<file path="src/rtl/recal_pkg.sv">
// Shared types for the recalibration scheduler.
package recal_pkg;
    // Scheduler phases: disabled, idle, calibration running, waiting for crystal.
    typedef enum logic [1:0] {
        PH_OFF  = 2'd0,
        PH_IDLE = 2'd1,
        PH_RUN  = 2'd2,
        PH_WAIT = 2'd3
    } phase_t;
endpackage

</file>
<file path="src/rtl/recal_sync_edge.sv">
// Multi-flop synchronizer with rising-edge detector.
// Assumes: async_in is a level that stays stable for several clk cycles.
module recal_sync_edge #(
    parameter int STAGES = 2
) (
    input  logic clk,
    input  logic rst_n,
    input  logic async_in,
    output logic rise
);
    localparam int LAST = STAGES - 1;

    logic [LAST:0] chain;
    logic          prev;

    // Shift the asynchronous level through the synchronizer stages.
    generate
        for (genvar g = 0; g < STAGES; g++) begin : g_stage
            if (g == 0) begin : g_first
                always_ff @(posedge clk) begin
                    if (!rst_n) chain[0] <= 1'b0;
                    else        chain[0] <= async_in;
                end
            end else begin : g_next
                always_ff @(posedge clk) begin
                    if (!rst_n) chain[g] <= 1'b0;
                    else        chain[g] <= chain[g-1];
                end
            end
        end
    endgenerate

    // Remember the synchronized level for edge detection.
    always_ff @(posedge clk) begin
        if (!rst_n) prev <= 1'b0;
        else        prev <= chain[LAST];
    end

    assign rise = chain[LAST] & ~prev;

    // a detected edge lasts one cycle.
    a_r5_rise_single: assert property (@(posedge clk) disable iff (!rst_n)
        rise |=> !rise);
endmodule

</file>
<file path="src/rtl/recal_timer.sv">
// Saturating timeout timer.
// Assumes: clear has priority. The count holds once it reaches the limit.
module recal_timer #(
    parameter int TW = 32
) (
    input  logic          clk,
    input  logic          rst_n,
    input  logic          clear,
    input  logic [TW-1:0] limit,
    output logic          expired
);
    localparam logic [TW-1:0] ONE = TW'(1);

    logic [TW-1:0] count;

    // Count up to the limit, restart from zero on clear.
    always_ff @(posedge clk) begin
        if (!rst_n)             count <= '0;
        else if (clear)         count <= '0;
        else if (count < limit) count <= count + ONE;
    end

    assign expired = (count >= limit);

    // a clear always leaves the count at zero.
    a_r3_clear_zero: assert property (@(posedge clk) disable iff (!rst_n)
        $past(clear) |-> count == '0);
endmodule

</file>
<file path="src/rtl/recal_ctrl.sv">
// Phase controller that issues calibration starts and crystal requests.
// Assumes: cal_done is a single-cycle pulse and xtal_rise is already synchronous.
module recal_ctrl
    import recal_pkg::*;
(
    input  logic clk,
    input  logic rst_n,
    input  logic enable,
    input  logic timer_mode_en,
    input  logic always_mode_en,
    input  logic cal_done,
    input  logic expired,
    input  logic xtal_rise,
    output logic xtal_req,
    output logic cal_start
);
    phase_t phase;

    // Advance the phase and register both outputs.
    always_ff @(posedge clk) begin
        if (!rst_n) begin
            phase     <= PH_OFF;
            xtal_req  <= 1'b0;
            cal_start <= 1'b0;
        end else begin
            cal_start <= 1'b0;
            if (!enable) begin
                phase    <= PH_OFF;
                xtal_req <= 1'b0;
            end else begin
                case (phase)
                    PH_OFF: begin
                        cal_start <= 1'b1;
                        phase     <= PH_RUN;
                    end
                    PH_RUN: begin
                        if (cal_done) begin
                            if (always_mode_en) cal_start <= 1'b1;
                            else                phase     <= PH_IDLE;
                        end
                    end
                    PH_IDLE: begin
                        if (always_mode_en) begin
                            cal_start <= 1'b1;
                            phase     <= PH_RUN;
                        end else if (timer_mode_en && expired) begin
                            xtal_req <= 1'b1;
                            phase    <= PH_WAIT;
                        end
                    end
                    PH_WAIT: begin
                        if (xtal_rise) begin
                            xtal_req  <= 1'b0;
                            cal_start <= 1'b1;
                            phase     <= PH_RUN;
                        end
                    end
                    default: phase <= PH_OFF;
                endcase
            end
        end
    end

    // a request only rises with timed mode on.
    a_r4_req_needs_timer: assert property (@(posedge clk) disable iff (!rst_n)
        $rose(xtal_req) |-> $past(timer_mode_en));
    // a request released while enabled hands over to a start.
    a_r5_release_starts: assert property (@(posedge clk) disable iff (!rst_n)
        $fell(xtal_req) && $past(enable) |-> cal_start);
    // a start never coexists with a pending request.
    a_r5_start_no_req: assert property (@(posedge clk) disable iff (!rst_n)
        cal_start |-> !xtal_req);
    // nothing is issued after an edge that saw enable low.
    a_r10_quiet_off: assert property (@(posedge clk) disable iff (!rst_n)
        !$past(enable) |-> !cal_start && !xtal_req);
endmodule

</file>
<file path="src/rtl/recal_sched.sv">
// Top of the recalibration scheduler: timer, crystal-valid synchronizer and controller.
// Assumes: one clock domain apart from xtal_valid.
module recal_sched #(
    parameter int TW          = 32,
    parameter int SYNC_STAGES = 2
) (
    input  logic          clk,
    input  logic          rst_n,
    input  logic          enable,
    input  logic [TW-1:0] timeout_val,
    input  logic          timer_mode_en,
    input  logic          always_mode_en,
    input  logic          cal_done,
    input  logic          xtal_valid,
    output logic          xtal_req,
    output logic          cal_start
);
    logic timer_clear;
    logic expired;
    logic xtal_rise;

    assign timer_clear = cal_done | ~enable;

    recal_timer #(.TW(TW)) u_timer (
        .clk     (clk),
        .rst_n   (rst_n),
        .clear   (timer_clear),
        .limit   (timeout_val),
        .expired (expired)
    );

    recal_sync_edge #(.STAGES(SYNC_STAGES)) u_sync (
        .clk      (clk),
        .rst_n    (rst_n),
        .async_in (xtal_valid),
        .rise     (xtal_rise)
    );

    recal_ctrl u_ctrl (
        .clk            (clk),
        .rst_n          (rst_n),
        .enable         (enable),
        .timer_mode_en  (timer_mode_en),
        .always_mode_en (always_mode_en),
        .cal_done       (cal_done),
        .expired        (expired),
        .xtal_rise      (xtal_rise),
        .xtal_req       (xtal_req),
        .cal_start      (cal_start)
    );
endmodule

</file>
<file path="config.mk">
export PLATFORM = sky130hd
export DESIGN_NAME = recal_sched
export DESIGN_NICKNAME = d
export VERILOG_FILES = /design/src/rtl/recal_pkg.sv /design/src/rtl/recal_sync_edge.sv /design/src/rtl/recal_timer.sv /design/src/rtl/recal_ctrl.sv /design/src/rtl/recal_sched.sv
export SDC_FILE = /design/constraint.sdc
export NUM_CORES = 1
export LEC_CHECK = 0
export ABC_AREA = 1
export BUFFER_PORTS_ARGS = -buffer_cell sky130_fd_sc_hd__buf_2
export CORE_MARGIN = 10
export CORE_UTILIZATION = 51
export CTS_BUF_LIST = sky130_fd_sc_hd__clkbuf_2
export DETAILED_ROUTE_END_ITERATION = 10
export PLACE_DENSITY_LB_ADDON = 0.3
export SKIP_LAST_GASP = 1
export SLEW_MARGIN = 25
export SYNTH_ARGS = -nofsm -noshare
export SYNTH_HDL_FRONTEND = slang
export SYNTH_SLANG_ARGS = --single-unit
</file>
<file path="constraint.sdc">
create_clock -name clk -period 2.5 [get_ports clk]
set_clock_uncertainty 0.15 [all_clocks]
set_input_delay 0.375 -clock clk [delete_from_list [all_inputs] [get_ports clk]]
set_output_delay 0.375 -clock clk [all_outputs]
set_load 0.05 [all_outputs]
</file>
==> results_dict.tcl, run 1 <==
set metrics [dict create \
    tns_ns 0 \
    synthesis.instances 473 \
    post_cts.repair.setup_buffers 0 \
    ctsLongestPathBuffers 2 \
    post_synthesis_register_bit_count 39 \
    criticalPathCategory "register to register" \
    drt_first_iter_violations 174 \
    path_buf_inv 1 \
    synth-seq-area-share_pct 24.3 \
    clk_sink_count 39 \
    dpl.hpwl_mm 6.11 \
    synth_cell_type_count 35 \
    mappedNetlistNets 550 \
    vdd_ir_drop_max_v 0.000210 \
    io_pins 41 \
    finalCritPeriodShare_pct 90.0 \
    cp_endpoint_kind "register" \
    grt_pass1_vias 2909 \
    static-leakage-power_nw 1.62 \
    global_route_wire_length_before_repair_mm 12.6 \
    syn_area_per_cell_um2 6.79 \
    slew_headroom_pct 54.9 \
    worst_ep_arrival_time_ns 2.38 \
    max-cap-violations 0 \
    whs_ns 0.0414 \
    grt_remaining_overflow 0 \
    antenna_found_initial 0 \
    placementRows 28 \
    area.growth.synth_to_final_pct 9.97 \
    outcome "finished, final reports clean" \
    wire_per_inst_um 12.7 \
    critPathRequiredTime_ns 2.63 \
    io_buffer_count 40 \
    final-setup-viol-count 0 \
    coreArea_mm2 0.00603 \
    tightestPinTransition_ns 0.676 \
    timing.critical_path.fanout_max 35 \
    final_hold_viol_count 0 \
    initial_core_util_pct 53.3 \
    synth-warning-count 0 \
    gr-usage-all-layers_pct 14.9 \
    gp_congestion 0.983 \
    post_route_drc_violation_count 0 \
    num_vias 3051 \
    finalNetCount 593 \
    h_tree_depth 2 \
    cts.reportedPaths.clkPinSlew_ns 0.19 \
    syn_area_mm2 0.00321 \
    dieWidth_um 99.4 \
    setup_repair_after_global_routing_missed_its_margin "no" \
    setup.worst_path.start_class "register" \
    cp_cell_sequence "ha_1, nand2_1, nor2_1, nand2_2, nor3b_2, nand2_2, nand2_4, buf_12, o21ai_0, nor3b_2" \
    holdCritPathClass "input port to register" \
    via_per_inst 5.15 \
    grt_start_max_net_pins 36 \
    drt-pass1-iter-count 4 \
    final_max_slew_viol_count 0 \
    post_route_cells_drive_above_1_share_pct 15.5 \
    clkLatencyLatePin_ns 0.39 \
    cts.root.buffer_cell "sky130_fd_sc_hd__clkbuf_2" \
    design.die.area_mm2 0.00988 \
    critPathTopFamily "simple AND/OR/NAND/NOR gates" \
    final_period_demand_of_the_worst_path_ns 2.25 \
    tritoncts "yes" \
    fillers 569 \
    tritoncts.num_buffers 5 \
    die_height_um 99.4 \
    detail_route.wirelength_mm 7.50 \
    timing.critical_path.slowest_stage_cell "sky130_fd_sc_hd__dfxtp_1" \
    postRouteAntennaNets 0 \
    timing.fmax_ghz 0.445 \
    antenna_cells_inserted 0 \
    max_stage_delay_ns 0.40 \
    power_density_mw_per_mm2 292 \
]
cells in the mapped netlist, drive strengths merged:
cell	count	area, µm²
a21boi	2	15.0
a21o	1	7.51
a21oi	42	218
a311oi	1	8.76
buf	5	52.5
clkbuf	4	15.0
dfxtp	39	781
ha	38	475
inv	71	269
nand2	141	547
nand3	10	55.1
nand4	9	56.3
nor2	34	143
nor3	25	161
nor3b	9	97.6
nor4	7	43.8
o21a	2	15.0
o21ai	9	45.0
o31a	1	8.76
or2	1	6.26
xnor2	7	61.3
xor2	15	131
cells in the final DEF, fill, tap and decap left out, types with 2 or more instances in the layout:
| cell | synthesis | layout |
|---|---|---|
| sky130_fd_sc_hd__inv_1 | 67 | 67 |
| sky130_fd_sc_hd__nor3b_1 | 3 | 3 |
| sky130_fd_sc_hd__nor2_4 | 2 | 2 |
| sky130_fd_sc_hd__nand3_1 | 9 | 9 |
| sky130_fd_sc_hd__a21oi_2 | 2 | 2 |
| sky130_fd_sc_hd__buf_2 | 0 | 40 |
| sky130_fd_sc_hd__o21a_1 | 2 | 2 |
| sky130_fd_sc_hd__nor2_1 | 32 | 32 |
| sky130_fd_sc_hd__nor4_1 | 7 | 7 |
| sky130_fd_sc_hd__nand4_1 | 9 | 9 |
| sky130_fd_sc_hd__dfxtp_1 | 39 | 38 |
| sky130_fd_sc_hd__xor2_1 | 15 | 15 |
| sky130_fd_sc_hd__ha_1 | 38 | 38 |
| sky130_fd_sc_hd__o21ai_1 | 2 | 2 |
| sky130_fd_sc_hd__buf_4 | 2 | 3 |
| sky130_fd_sc_hd__a21oi_1 | 40 | 40 |
| sky130_fd_sc_hd__clkbuf_2 | 0 | 7 |
| sky130_fd_sc_hd__nor3_1 | 19 | 19 |
| sky130_fd_sc_hd__xnor2_1 | 7 | 7 |
| sky130_fd_sc_hd__inv_2 | 3 | 3 |
| sky130_fd_sc_hd__nor3_2 | 5 | 5 |
| sky130_fd_sc_hd__nand2_2 | 4 | 4 |
| sky130_fd_sc_hd__a21boi_0 | 2 | 2 |
| sky130_fd_sc_hd__nand2_1 | 136 | 136 |
| sky130_fd_sc_hd__nor3b_2 | 6 | 6 |
| sky130_fd_sc_hd__o21ai_0 | 7 | 7 |
power by group:
part	internal (W)	leakage, nW	switching [W]
registers	0.000629	0.316	0.00000469
logic	0.0000518	1.27	0.0000639
clock network	0.0000765	0.0330	0.000206
state kept, by name, indices dropped and copies added (netlist names):
register,cells
u_timer.count,32
u_ctrl.phase,2
u_sync.chain,2
u_ctrl.cal_start,1
u_ctrl.xtal_req,1
u_sync.prev,1
layout make-up:
type / instances / area, µm² / share of cell area [%]
clock buffer: 7 / 35.0 / 0.992
clock inverter: 1 / 5.00 / 0.142
inverter: 71 / 269 / 7.61
multi-input combinational: 354 / 2100 / 59.3
sequential: 39 / 782 / 22.1
tap: 75 / 93.8 / 2.66
timing repair buffer: 45 / 253 / 7.15
worst register-to-register path, cell delays in order (launching register included):
cell and delay, ns:
sky130_fd_sc_hd__dfxtp_1 0.40, sky130_fd_sc_hd__ha_1 0.32, sky130_fd_sc_hd__nand2_1 0.07, sky130_fd_sc_hd__nor2_1 0.13, sky130_fd_sc_hd__nand2_2 0.08, sky130_fd_sc_hd__nor3b_2 0.29
sky130_fd_sc_hd__nand2_2 0.13, sky130_fd_sc_hd__nand2_4 0.10, sky130_fd_sc_hd__buf_12 0.18, sky130_fd_sc_hd__o21ai_0 0.13, sky130_fd_sc_hd__nor3b_2 0.16
cells by family (layout without fill, tap and decap cells):
family                     Yosys count  count (layout)  share of synthesized area [%]
DFF                                 39              39                           24.3
xor gates and xnor gates            22              22                           6.00
and+or+nand+nor                    236             236                           34.5
adders and majority gates           38              38                           14.8
AOI/OAI and AO/OA                   58              58                           9.89
buffers and inverters               80             124                           10.5
what timing repair did:
item / CTS / global route
hold endpoints to repair: 1 / 0
gates resized for setup: 0 / 1
setup endpoints to repair: 0 / 2
hold buffers: 1 / 0
stage by stage:
stage / total power [W] / setup slack, ns / utilization (%) / instances / instance area, µm²
floorplan: 0.000715 / 0.558 / - / 473 / 3210
global placement: 0.000755 / 0.219 / 57.8 / 583 / 3480
detailed placement: 0.000762 / 0.167 / 57.8 / 583 / 3480
CTS: 0.00104 / 0.160 / 58.6 / 592 / 3530
global route: 0.00108 / 0.0674 / 58.6 / 592 / 3530
finish: 0.00103 / 0.250 / 58.6 / 592 / 3530
final timing paths:
check / start / to / slack (ns) / cells after the start
worst min-delay path: rst_n / u_sync.chain[1] / 0.04 / 3
worst max register to register: u_timer.count[27] / u_timer.count[7] / 0.25 / 10
worst max-delay path: u_timer.count[27] / u_timer.count[7] / 0.25 / 10
worst min register to register: u_sync.chain[0] / u_sync.chain[1] / 0.28 / 2
metal layers:
metal	vias up	GRT usage (%)	routed length [µm]
met5	-	0	0
met1	1360	17.8	3450
li1	1611	-	-
met2	69	26.0	3550
met4	0	3.20	97
met3	11	3.81	398
Note: power is estimated with default switching activity, not from simulation.
==> run 2: changes to the inputs <==
- CTS_BUF_LIST: sky130_fd_sc_hd__clkbuf_2 -> sky130_fd_sc_hd__clkbuf_16
==> run 2 against run 1 <==
Wire length up 0.73%. Cell area up 2.5%. Register-to-register slack worse by 0.03 ns. Global-route usage up 0.17 points. Cell count down 0.17%. Flip-flop and latch count unchanged. Sequential share of layout area down 0.58 points.
==> results_dict.tcl, run 2 (synthesis gave the netlist of run 1 again) <==
set metrics [dict create \
    timing.critical_path.slowest_stage_cell "sky130_fd_sc_hd__dfxtp_1" \
    grt_pass1_vias 2925 \
    placementRows 28 \
    postRouteAntennaNets 0 \
    finalCritPeriodShare_pct 91.1 \
    design.die.area_mm2 0.00988 \
    io_buffer_count 40 \
    post_cts.repair.setup_buffers 0 \
    finalNetCount 592 \
    setup_repair_after_global_routing_missed_its_margin "no" \
    worst_ep_arrival_time_ns 2.27 \
    die_height_um 99.4 \
    final_max_slew_viol_count 0 \
    holdCritPathClass "input port to register" \
    largest_register_ffs 32 \
    dieWidth_um 99.4 \
    most-common-layout-cells "136 x sky130_fd_sc_hd__nand2_1, 69 x sky130_fd_sc_hd__inv_1, 40 x sky130_fd_sc_hd__a21oi_1, 40 x sky130_fd_sc_hd__buf_2, 39 x sky130_fd_sc_hd__dfxtp_1" \
    outcome "finished, final reports clean" \
    detail_route.wirelength_mm 7.55 \
    critical_path_cell_count 9 \
    fillers 556 \
    report.power.total_w 0.00135 \
    antenna_found_initial 0 \
    ctsLongestPathBuffers 2 \
    post_route_cells_drive_above_1_share_pct 14.9 \
    max_stage_delay_ns 0.48 \
    dpl.hpwl_mm 6.11 \
    post_route_drc_violation_count 0 \
    area.growth.synth_to_final_pct 12.7 \
    gp_congestion 0.983 \
    drt_first_iter_violations 192 \
    cts.reportedPaths.clkPinSlew_ns 0.06 \
    critPathRequiredTime_ns 2.49 \
    tritoncts "yes" \
    largest_registers_in_the_final_layout "u_timer.count: 32 flops, u_ctrl.phase: 2 flops, u_sync.chain: 2 flops" \
    h_tree_depth 2 \
    global_route_wire_length_before_repair_mm 12.7 \
    cp_cell_sequence "ha_1, a21oi_1, o21a_1, nand2_1, a21oi_2, nand2_4, buf_12, nor3_1, nor3b_2" \
    vdd_ir_drop_max_v 0.000281 \
    final_period_demand_of_the_worst_path_ns 2.28 \
    clkLatencyLatePin_ns 0.28 \
    timing.critical_path.fanout_max 35 \
    tritoncts.num_buffers 5 \
    criticalPathCategory "register to register" \
    critPathTopFamily "compound AO/OA/AOI/OAI gates" \
    drt-pass1-iter-count 4 \
    static-leakage-power_nw 1.66 \
    slew_headroom_pct 54.8 \
    cts.root.buffer_cell "sky130_fd_sc_hd__clkbuf_16" \
    setup.worst_path.start_class "register" \
    final-setup-viol-count 0 \
    via_per_inst 5.18 \
    initial_core_util_pct 53.3 \
    timing.hold.worst_path_depth 3 \
    tns_ns 0 \
    clk_sink_count 39 \
    num_vias 3062 \
    grt_remaining_overflow 0 \
    power_density_mw_per_mm2 373 \
    critPathLaunch "u_timer.count[23]" \
    setup.reg_to_reg.worst_slack_ns 0.22 \
    min_from "xtal_valid" \
    coreArea_mm2 0.00603 \
    max-cap-violations 0 \
    path_buf_inv 1 \
    r2r-start "u_timer.count[23]" \
    timing.fmax_ghz 0.439 \
    wire_per_inst_um 12.8 \
    cp_endpoint_kind "register" \
    antenna_cells_inserted 0 \
    mostFrequentLayoutCell "sky130_fd_sc_hd__nand2_1" \
    gr-usage-all-layers_pct 15.1 \
    reg2reg_depth 9 \
    final_hold_viol_count 0 \
    final_util_pct 60.1 \
    tightestPinTransition_ns 0.678 \
    grt_start_max_net_pins 36 \
    largest_register_by_flop_count "u_timer.count" \
    io_pins 41 \
]
[run 2: cell types whose count changed in the layout (fill, tap and decap cells not counted), sizes merged]
cell	change
dlygate4sd3	-1
inv	+2
clkbuf	-2
[run 2: final cells by class]
cell class / instances / area (µm²) / share of cell area (%)
inverter: 71 / 272 / 7.50
clock inverter: 3 / 12.5 / 0.345
timing repair buffer: 44 / 243 / 6.70
clock buffer: 5 / 125 / 3.45
multi-input combinational: 354 / 2100 / 57.9
sequential: 39 / 781 / 21.6
tap: 75 / 93.8 / 2.59
[run 2: per-layer routing]
metal / track usage [%] / share of wire [%]
met1: 18.0 / 45
met3: 3.60 / 6.3
met5: 0 / 0
met4: 3.09 / 1.1
met2: 26.6 / 48
[run 2: path summary, 6_finish.rpt]
check                     end
max reg2reg  u_timer.count[7]
max          u_timer.count[7]
min           u_sync.chain[0]
min reg2reg   u_sync.chain[1]
[run 2: metrics by stage]
stage,cell area [µm²],worst slack [ns],hold slack (ns),instances
after floorplan,3210,0.558,0.240,473
after global placement,3480,0.219,0.248,583
after global routing,3620,0.0383,0.134,591
final,3620,0.222,0.123,591
after detailed placement,3480,0.167,0.258,583
after CTS,3620,0.183,0.122,591
[run 2: worst min-delay path: cells and delay by family]
family,cells,cell delay (ns)
simple gates,1,0.04
buf+inv,2,0.11
[run 2: what timing repair did]
action,in CTS,in global routing
gates resized for setup,0,1
setup endpoints to repair,0,2
hold buffers,0,0
[run 2: power by group]
group | switching (W) | internal, W
Sequential | 0.00000471 | 0.000628
Combinational | 0.0000644 | 0.0000508
Clock | 0.000242 | 0.000360
Total | 0.000311 | 0.00104
==> run 3: changes to the inputs <==
- CORE_MARGIN: 10 -> default
- clock period: 2.5 -> 2.1 ns (I/O delays scaled with it)
==> run 3 against run 2 <==
Non-clock buffer count grew 35. Count of clock-buffer cells in the layout is the same. Critical endpoint is now u_timer.count[10]. Global-route usage grew 11 points. Sequential share of layout area shrank 3.0 points. Maximum frequency grew 9.0%. Wire length grew 13%. Sequential power grew 19%. Cell count grew 6.1%. Clock power grew 22%. Cell area grew 18%.
==> results_dict.tcl, run 3 (synthesis gave the netlist of run 1 again) <==
set metrics [dict create \
    outcome "finished, final reports clean" \
    setup.reg_to_reg.worst_slack_ns 0.01 \
    dpl.hpwl_mm 6.34 \
    cts.reportedPaths.clkPinSlew_ns 0.06 \
    grt_start_max_net_pins 33 \
    tritoncts "yes" \
    vdd_ir_drop_max_v 0.000455 \
    post_placement_worst_setup_slack_ns -0.126 \
    detail_route.wirelength_mm 8.54 \
    power_density_mw_per_mm2 385 \
    final_max_slew_viol_count 0 \
    cp_cell_sequence "ha_4, nand2_4, nor2_4, nand2_2, nor3b_4, nand2_2, nand2_8, clkinv_8, nand2_4, nand2_2, nor3b_2" \
    critPathTopFamily "simple AND/OR/NAND/NOR gates" \
    antenna_found_initial 0 \
    tns_ns 0 \
    drt-pass1-iter-count 4 \
    grt_remaining_overflow 0 \
    critPathRequiredTime_ns 2.09 \
    finalCritPeriodShare_pct 99.5 \
    io_pins 41 \
    largest_registers_in_the_final_layout "u_timer.count: 32 flops, u_ctrl.phase: 2 flops, u_sync.chain: 2 flops" \
    postRouteAntennaNets 0 \
    initial_core_util_pct 53.6 \
    dp.cells 613 \
    final-setup-viol-count 0 \
    dieWidth_um 81.4 \
    r2r-start "u_timer.count[29]" \
    gp_congestion 0.903 \
    holdCritPathClass "input port to register" \
    grt_pass1_vias 3109 \
    timing.critical_path.mode_cell "sky130_fd_sc_hd__nand2_2" \
    whs_ns 0.0702 \
    die_height_um 81.4 \
    criticalPathCategory "register to register" \
    mostFrequentLayoutCell "sky130_fd_sc_hd__nand2_1" \
    regToRegEndpoint "u_timer.count[10]" \
    drt_first_iter_violations 180 \
    final_hold_viol_count 0 \
    final_period_demand_of_the_worst_path_ns 2.09 \
    antenna_cells_inserted 0 \
    timing.fmax_ghz 0.478 \
    final_util_pct 71.3 \
    cp_endpoint_kind "register" \
    stdcell_count 627 \
    max-cap-violations 0 \
    timing.critical_path.fanout_max 7 \
    path_buf_inv 1 \
    gr-usage-all-layers_pct 26.1 \
    setup_repair_after_global_routing_missed_its_margin "yes" \
    tritoncts.num_buffers 5 \
    h_tree_depth 2 \
    static-leakage-power_nw 1.92 \
    timing.critical_path.slowest_stage_cell "sky130_fd_sc_hd__dfxtp_4" \
    post_route_cells_drive_above_1_share_pct 30.4 \
    worst_ep_arrival_time_ns 2.08 \
    max_stage_delay_ns 0.36 \
    ctsLongestPathBuffers 2 \
    reg2reg_depth 11 \
    largest_register_ffs 32 \
    clk_sink_count 39 \
    coreArea_mm2 0.00599 \
    post_route_drc_violation_count 0 \
    area.growth.synth_to_final_pct 33.0 \
    io_buffer_count 40 \
    design.die.area_mm2 0.00662 \
    setup.worst_path.start_class "register" \
    timing.hold.worst_path_depth 3 \
    final_critical_path_setup_slack_ns 0.00999 \
    min_from "xtal_valid" \
    slew_headroom_pct 47.8 \
    cts.root.buffer_cell "sky130_fd_sc_hd__clkbuf_16" \
    wire_per_inst_um 13.6 \
    finalNetCount 628 \
    via_per_inst 5.29 \
    tightestPinTransition_ns 0.782 \
    clkLatencyLatePin_ns 0.29 \
    largest_register_by_flop_count "u_timer.count" \
    placementRows 28 \
    global_route_wire_length_before_repair_mm 13.3 \
    num_vias 3316 \
    hold-path-endpoint "u_sync.chain[0]" \
    most-common-layout-cells "121 x sky130_fd_sc_hd__nand2_1, 69 x sky130_fd_sc_hd__inv_1, 40 x sky130_fd_sc_hd__buf_2" \
]
==> run 3: per-stage QoR <==
stage | total power, W | cell area, µm²
finish | 0.00164 | 4270
global route | 0.00170 | 4270
CTS | 0.00163 | 3870
detailed placement | 0.000909 | 3710
global placement | 0.000902 | 3710
floorplan | 0.000852 | 3210
==> run 3: worst max-delay path by stage <==
| stage | startpoint | endpoint | slack, ns | cells after the start |
|---|---|---|---|---|
| final | u_timer.count[29] | u_timer.count[10] | 0.01 | 11 |
| after global routing | u_timer.count[29] | u_timer.count[10] | -0.07 | 11 |
| after CTS | u_timer.count[31] | u_timer.count[7] | 0.003 | 10 |
| after detailed placement | timeout_val[31] | u_timer.count[20] | -0.13 | 12 |
| after global placement | timeout_val[31] | u_timer.count[2] | -0.06 | 12 |
| after floorplan | u_timer.count[23] | u_timer.count[2] | 0.19 | 9 |
==> run 3: worst reg2reg max path: cells and delay by family (launching register included) <==
family,cells,cell delay (ns)
and+or+nand+nor,9,1.08
DFF,1,0.36
buffers and inverters,1,0.09
adders and majority gates,1,0.28
==> run 3: what timing repair did <==
item | CTS | global route
pin swaps | 1 | 12
endpoints found under the hold margin | 0 | 0
resized for setup | 4 | 77
cloned | 0 | 4
setup endpoints to repair | 27 | 35
setup buffers | 0 | 2
hold buffers | 0 | 0
==> run 3: area by class of cell <==
cell class                      count  area [µm²]
Clock buffer                        5         125
Clock inverter                      3        12.5
Fill cell                         486        1720
Inverter                           71         279
Multi-Input combinational cell    354        2390
Sequential cell                    39         795
Tap cell                           75        93.8
Timing Repair Buffer               79         572
Timing Repair inverter              1        8.76
==> run 3: metal layers <==
layer / part of all wire (%) / vias up / GRT usage [%]
met5: 0 / - / 0
met4: 1.7 / 0 / 8.39
met3: 4.2 / 13 / 3.60
met2: 50 / 89 / 47.8
met1: 44 / 1533 / 30.9
li1: - / 1681 / -
==> run 3: where the power goes <==
| part | switching, W | internal, W | leakage, nW |
|---|---|---|---|
| sequential | 0.00000488 | 0.000746 | 0.320 |
| combinational | 0.0000886 | 0.0000702 | 1.52 |
| clock | 0.000305 | 0.000430 | 0.0762 |
